==> config.mk <==
export PLATFORM = sky130hd
export DESIGN_NAME = vend15
export DESIGN_NICKNAME = d
export VERILOG_FILES = /design/src/rtl/vend15.sv
export SDC_FILE = /design/constraint.sdc
export NUM_CORES = 1
export LEC_CHECK = 0
export BUFFER_PORTS_ARGS = -buffer_cell sky130_fd_sc_hd__buf_4
export CAP_MARGIN = 20
export CORE_AREA = 4 4 41 43
export CTS_BUF_LIST = sky130_fd_sc_hd__clkbuf_8
export DETAILED_ROUTE_END_ITERATION = 8
export DIE_AREA = 0 0 45 47
export HOLD_SLACK_MARGIN = 0.1
export SYNTH_ARGS = -nofsm -noshare
export SYNTH_HDL_FRONTEND = slang
export SYNTH_SLANG_ARGS = --single-unit
==> constraint.sdc <==
create_clock -name clk -period 2.05 [get_ports clk]
set_input_delay 0.3075 -clock clk [delete_from_list [all_inputs] [get_ports clk]]
set_output_delay 0.3075 -clock clk [all_outputs]
set_load 0.05 [all_outputs]
==> src/rtl/vend15.sv <==
module vend15 #(
  parameter int NICKEL = 5,
  parameter int DIME   = 10,
  parameter int PRICE  = 15
) (
  input  logic clk,
  input  logic rst,
  input  logic coin_nickel,
  input  logic coin_dime,
  input  logic coin_bad,
  output logic reject,
  output logic vend,
  output logic change_nickel
);
  localparam int STEPS = PRICE / NICKEL;
  localparam int DSTEP = DIME / NICKEL;
  localparam int CW    = $clog2(STEPS + DSTEP);

  logic [CW-1:0] credit_q;
  logic [CW-1:0] sum;
  logic          invalid, valid, full;

  assign invalid       = coin_bad | (coin_nickel & coin_dime);
  assign valid         = ~invalid & (coin_nickel | coin_dime);
  assign sum           = credit_q + (coin_dime ? CW'(DSTEP) : CW'(1));
  assign full          = valid && (sum >= CW'(STEPS));
  assign reject        = invalid;
  assign vend          = full;
  assign change_nickel = full && (sum != CW'(STEPS));

  always_ff @(posedge clk) begin
    if (rst)        credit_q <= '0;
    else if (valid) credit_q <= full ? '0 : sum;
  end
endmodule


==> results of run 1 <==
per-layer routing:
metal  up-vias  GRT usage  routed length, um
met4         0     0.0526                 13
met3         2     0.0307                 34
met2         5     0.0734                217
li1        103          -                  -
met5         -          0                  0
met1        93     0.0479                169
cells in the mapped netlist:
library cell | count | share of area
o21ai_0 | 2 | 0.048
ha_1 | 1 | 0.060
nand4b_1 | 2 | 0.084
nand2b_1 | 1 | 0.030
nor2_1 | 1 | 0.018
nor2b_1 | 2 | 0.060
fa_1 | 1 | 0.096
dfxtp_1 | 3 | 0.29
and3b_1 | 1 | 0.042
xnor2_1 | 2 | 0.084
xor2_1 | 1 | 0.042
nand2_1 | 1 | 0.018
a21oi_1 | 3 | 0.072
a21o_1 | 1 | 0.036
inv_1 | 1 | 0.018
logic make-up (layout without fill, tap and decap cells):
family | after synthesis | count (layout) | synth area share
buffers and inverters | 1 | 13 | 0.0181
AO/OA/AOI/OAI | 6 | 6 | 0.157
adder cells (fa/ha/maj) | 2 | 2 | 0.157
AND/OR/NAND/NOR | 8 | 8 | 0.253
XOR/XNOR | 3 | 3 | 0.127
flip-flops | 3 | 3 | 0.289
cell type report:
cell class	count	area share
multi-input combinational	19	0.440
timing repair buffer	8	0.179
tap	15	0.0560
inverter	1	0.0112
sequential	3	0.179
clock inverter	1	0.0112
clock buffer	3	0.123
metrics by stage:
| stage | instances | hold WS, ps | total power, mW |
|---|---|---|---|
| floorplan | 23 | 377 | 0.0932 |
| global placement | 46 | 471 | 0.111 |
| detailed placement | 46 | 476 | 0.112 |
| CTS | 50 | 264 | 0.280 |
| global route | 50 | 277 | 0.290 |
| finish | 50 | 264 | 0.275 |
worst min path at each step:
stage / from / to / slack [ps] / cells after the start
floorplan: rst / credit_q[0] / 380 / 1
CTS: rst / credit_q[0] / 260 / 2
global placement: credit_q[0] / credit_q[0] / 470 / 2
detailed placement: credit_q[0] / credit_q[0] / 480 / 2
finish: rst / credit_q[0] / 260 / 2
global route: rst / credit_q[1] / 280 / 2
where the power goes:
part / switching [mW] / internal (mW)
logic: 0.0276 / 0.0213
registers: 0.00105 / 0.0607
clock network: 0.0367 / 0.127
worst max-delay path: cells and delay by family (launching register included):
family | cells | cell delay, ps
xor gates and xnor gates | 1 | 260
buffers and inverters | 1 | 190
DFF | 1 | 300
AOI/OAI and AO/OA | 1 | 80
adders and majority gates | 2 | 560
==> results.cfg, run 1 <==
[sta]
drv_slew = 0
worst_pin_slew_ps = 271
setup-violations-final = 0
fin_skew_ps = 0.899
period_share = 0.939
rsz0062_at_grt = false
tns_ps = 0
worst_slack_ps = 126
relSlewSlack = 0.818
fin_crit_ps = 1920
max_clock_freq_mhz = 520
finalHoldViolations = 0

[worst_setup_path]
crit_path_max_fanout = 3
critPathLaunch = credit_q[0]
cp-start-kind = flip-flop
reg2reg_from = credit_q[0]
r2r-end = credit_q[1]
cp_data_arrival_time_ps = 1620
reg2reg_depth = 6
cpPeakStageDelay_ps = 380
worst_path_max_delay_cell = fa_1
critPathKind = flip-flop to output port
cp-end-kind = output port
cp_cell_sequence = ha_1 -> fa_1 -> xnor2_1 -> a21oi_2 -> buf_4
r2r_slack_ps = 440
endpoint = vend
worst_ep_required_time_ps = 1740

[clock_network]
ctsLongestPathBuffers = 2
cts-buffers-inserted = 3
cts_resized = 0
htreeDepth = 1
clock_sinks = 3
cts_hold_buf = 0
path_clk_slew_ps = 30
root_buffer = clkbuf_8
clk_latency_ps = 210
postCtsSetupRepairBufs = 0
cts_tree = built

[layout]
multiInputGateArea_sq_um = 148
drive_above_1_share = 0.343
largest_reg_flops = 3
largest-register = credit_q
diodes = 0
mostFrequentLayoutCells = buf_4 (8), clkbuf_8 (3), dfxtp_1 (3)
reg_top3 = credit_q (3)
final_cell_area_sq_um = 335
utilization = 0.258
syn2layout_area_growth_pct = 61.4
area.sequential_sq_um = 60.1
nNetsFinal = 43
n_fill_cell = 156
final_common_cell = buf_4

[route]
wire_per_inst_um = 8.70
vias_per_cell = 4.06
routed_wl_um = 435
antenna_left = 0
drtIter0Drc = 1
drt_first_pass_iters = 4
drc = 0
num_vias = 203

[synth]
syn-mean-instance-area_sq_um = 9.03
ys_warn_count = 0
ys_seq_area_frac = 0.289
ys_ff_latch = 3
syn_area_sq_um = 208
syn_inst = 23
syn-num-nets = 30
ys_types = 15

[floorplan]
core_area_sq_mm = 0.00130
io_pins = 8
row_count = 13
die_h_um = 47
initial_core_util = 0.160
dieWidth_um = 45
die-area_sq_mm = 0.00212

[global_route]
grt-ovfl-total = 0
grt_max_degree = 7
first_global_vias = 188
grt_pass1_wl_um = 724
antenna_found_initial = 0
grt.total_usage = 0.0506

[power_and_ir_drop]
ir_drop_mv = 0.381
power_density_mw_per_mm2 = 819
leakagePower_nw = 0.152

[place]
port_buffers = 7
place_hpwl_um = 364
place_ws_ps = 130
place.gp.congestion = 0.656
placedInstanceArea_sq_um = 290

[hold_path]
hold_path.class = input port to flip-flop

[flow_run]
drv_cap = 0

[run_status]
status = completed
(Power assumes the default switching activity.)
==> inputs of run 2 (changes only) <==
--- a/config.mk
+++ b/config.mk
@@ -5,6 +5,7 @@
 export SDC_FILE = /design/constraint.sdc
 export NUM_CORES = 1
 export LEC_CHECK = 0
+export ABC_AREA = 1
 export BUFFER_PORTS_ARGS = -buffer_cell sky130_fd_sc_hd__buf_4
 export CAP_MARGIN = 20
 export CORE_AREA = 4 4 41 43
@@ -12,6 +13,7 @@
 export DETAILED_ROUTE_END_ITERATION = 8
 export DIE_AREA = 0 0 45 47
 export HOLD_SLACK_MARGIN = 0.1
+export SLEW_MARGIN = 10
 export SYNTH_ARGS = -nofsm -noshare
 export SYNTH_HDL_FRONTEND = slang
 export SYNTH_SLANG_ARGS = --single-unit
==> run 2 against run 1 <==
Compared with the run above: clock skew about the same; maximum frequency decreased by 1.9%; largest power group unchanged; worst hold slack improved by 5.2 ps; global-route usage increased by 0.079 points.
==> results.cfg, run 2 <==
[run_status]
status = completed

[floorplan]
die-area_sq_mm = 0.00212
core_area_sq_mm = 0.00130
die_h_um = 47
io_pins = 8
dieWidth_um = 45
row_count = 13
initial_core_util = 0.165

[layout]
utilization = 0.278
final_common_cell = buf_4
largest_reg_flops = 3
reg_top3 = credit_q (3)
drive_above_1_share = 0.535
mostFrequentLayoutCells = buf_4 (8), nand2_1 (5), inv_1 (5)
syn2layout_area_growth_pct = 68.0
diodes = 0
largest-register = credit_q
nNetsFinal = 51

[power_and_ir_drop]
clkPwrFrac = 0.553
intPower_mw = 0.220
p_switching_mw = 0.0747
seqPwrFrac = 0.215
combinationalPowerShare = 0.232
leakagePower_nw = 0.174
power_density_mw_per_mm2 = 815
p_sw_frac = 0.254
ir_drop_mv = 0.336

[clock_network]
path_clk_slew_ps = 30
htreeDepth = 1
clock_sinks = 3
ctsLongestPathBuffers = 2
root_buffer = clkbuf_8
clk_latency_ps = 210
cts-buffers-inserted = 3
cts_hold_buf = 0
cts_tree = built

[synth]
muxShareOfSynthArea = 0
yosysMostFrequentCell = nand2_1
syn_inst = 30
ys_warn_count = 0
syn_area_sq_um = 215
synth_top_cells_by_area = dfxtp_1 (28%), nand2_1 (10%), nor2_4 (10%)
synth_top_cell_by_area = dfxtp_1
synth_top_family_by_area = simple AND/OR/NAND/NOR gates
syn-mean-instance-area_sq_um = 7.17
synth_top_area_share = 0.279
synth_fa_ha_area_frac = 0.151
ys_seq_area_frac = 0.279
synth_simple_gate_area_frac = 0.355
synth_compound_area_frac = 0.0930
synth_flop_cell = dfxtp_1
syn-num-nets = 37
async_flop_share = 0
synth_commonest_cells = nand2_1 (6), inv_1 (5), a21oi_1 (3), dfxtp_1 (3)
synth-xor-area-share = 0
ys_types = 13
ys_ff_latch = 3
synth_edf_count = 0

[sta]
fin_skew_ps = 1.14
worst_pin_slew_ps = 187
period_share = 0.957
tns_ps = 0
fin_crit_ps = 1960
finalHoldViolations = 0
relSlewSlack = 0.875
drv_slew = 0
max_clock_freq_mhz = 510
setup-violations-final = 0

[route]
routed_wl_um = 434
drc = 0
drt_first_pass_iters = 2
wire_per_inst_um = 7.48
antenna_left = 0
num_vias = 213
vias_per_cell = 3.67
drtIter0Drc = 1

[global_route]
grt.total_usage = 0.0514
first_global_vias = 202
antenna_found_initial = 0
grt_pass1_wl_um = 745
grt-ovfl-total = 0
grt_max_degree = 6

[worst_setup_path]
critPathKind = flip-flop to output port
crit_path_max_fanout = 2
cp-start-kind = flip-flop
cp-end-kind = output port
worst_ep_required_time_ps = 1740
cp_data_arrival_time_ps = 1650

[flow_run]
drv_cap = 0

[place]
port_buffers = 7
place.gp.congestion = 0.598
place_hpwl_um = 343

[hold_path]
hold_path.class = input port to flip-flop
run 2: through the flow:
step	worst slack [ps]	hold slack [ps]	total power [mW]	instances	instance area, sq um
6_report	88.4	269	0.295	58	362
4_1_cts	37.3	266	0.288	56	335
3_3_place_gp	101	437	0.120	52	290
2_1_floorplan	184	377	0.104	30	219
3_5_place_dp	93.2	438	0.120	52	290
5_1_grt	-5.61	278	0.314	58	362
run 2: timing repair:
action,4_1_cts,5_1_grt
endpoints found under the setup margin,0,1
buffers inserted,0,2
gates resized for setup,0,6
run 2: worst paths after layout:
path                                    end  slack [ps]  cells past startpoint         from
worst max-delay path                   vend          90                      7  credit_q[0]
worst max register to register  credit_q[1]         490                      8  credit_q[0]
worst min register to register  credit_q[2]         450                      2  credit_q[2]
worst min-delay path            credit_q[0]         270                      2          rst
run 2: layout make-up:
class,count,area [sq um]
inverter,7,26.3
timing repair buffer,9,71.3
clock inverter,1,3.75
fill,158,940
clock buffer,3,41.3
tap,15,18.8
sequential,3,60.1
multi-input combinational,20,140
run 2: power groups by stage:
stage	clock, mW	sequential [mW]	combinational [mW]
2_1_floorplan	0	0.0637	0.0399
3_3_place_gp	0	0.0640	0.0559
3_5_place_dp	0	0.0642	0.0563
4_1_cts	0.168	0.0634	0.0565
5_1_grt	0.174	0.0638	0.0765
6_report	0.163	0.0635	0.0683
run 2: kinds of logic after synthesis:
| family | after synthesis |
|---|---|
| buf+inv | 7 |
| compound gates | 4 |
| fa+ha+maj | 2 |
| simple gates | 14 |
| flops | 3 |
run 2: layer usage:
layer / routed length [um] / vias up / part of all wire / global-route usage
met2: 203 / 6 / 0.47 / 0.0650
met1: 187 / 90 / 0.43 / 0.0594
li1: - / 117 / - / -
met4: 0 / 0 / 0 / 0.0526
met5: 0 / - / 0 / 0
met3: 43 / 0 / 0.099 / 0.0268
run 2: critical path: stages, from the launching register on:
cell	delay, ps
dfxtp_1	300
ha_2	180
fa_2	570
nand2_1	60
inv_2	50
o21ai_1	60
inv_1	70
buf_6	150
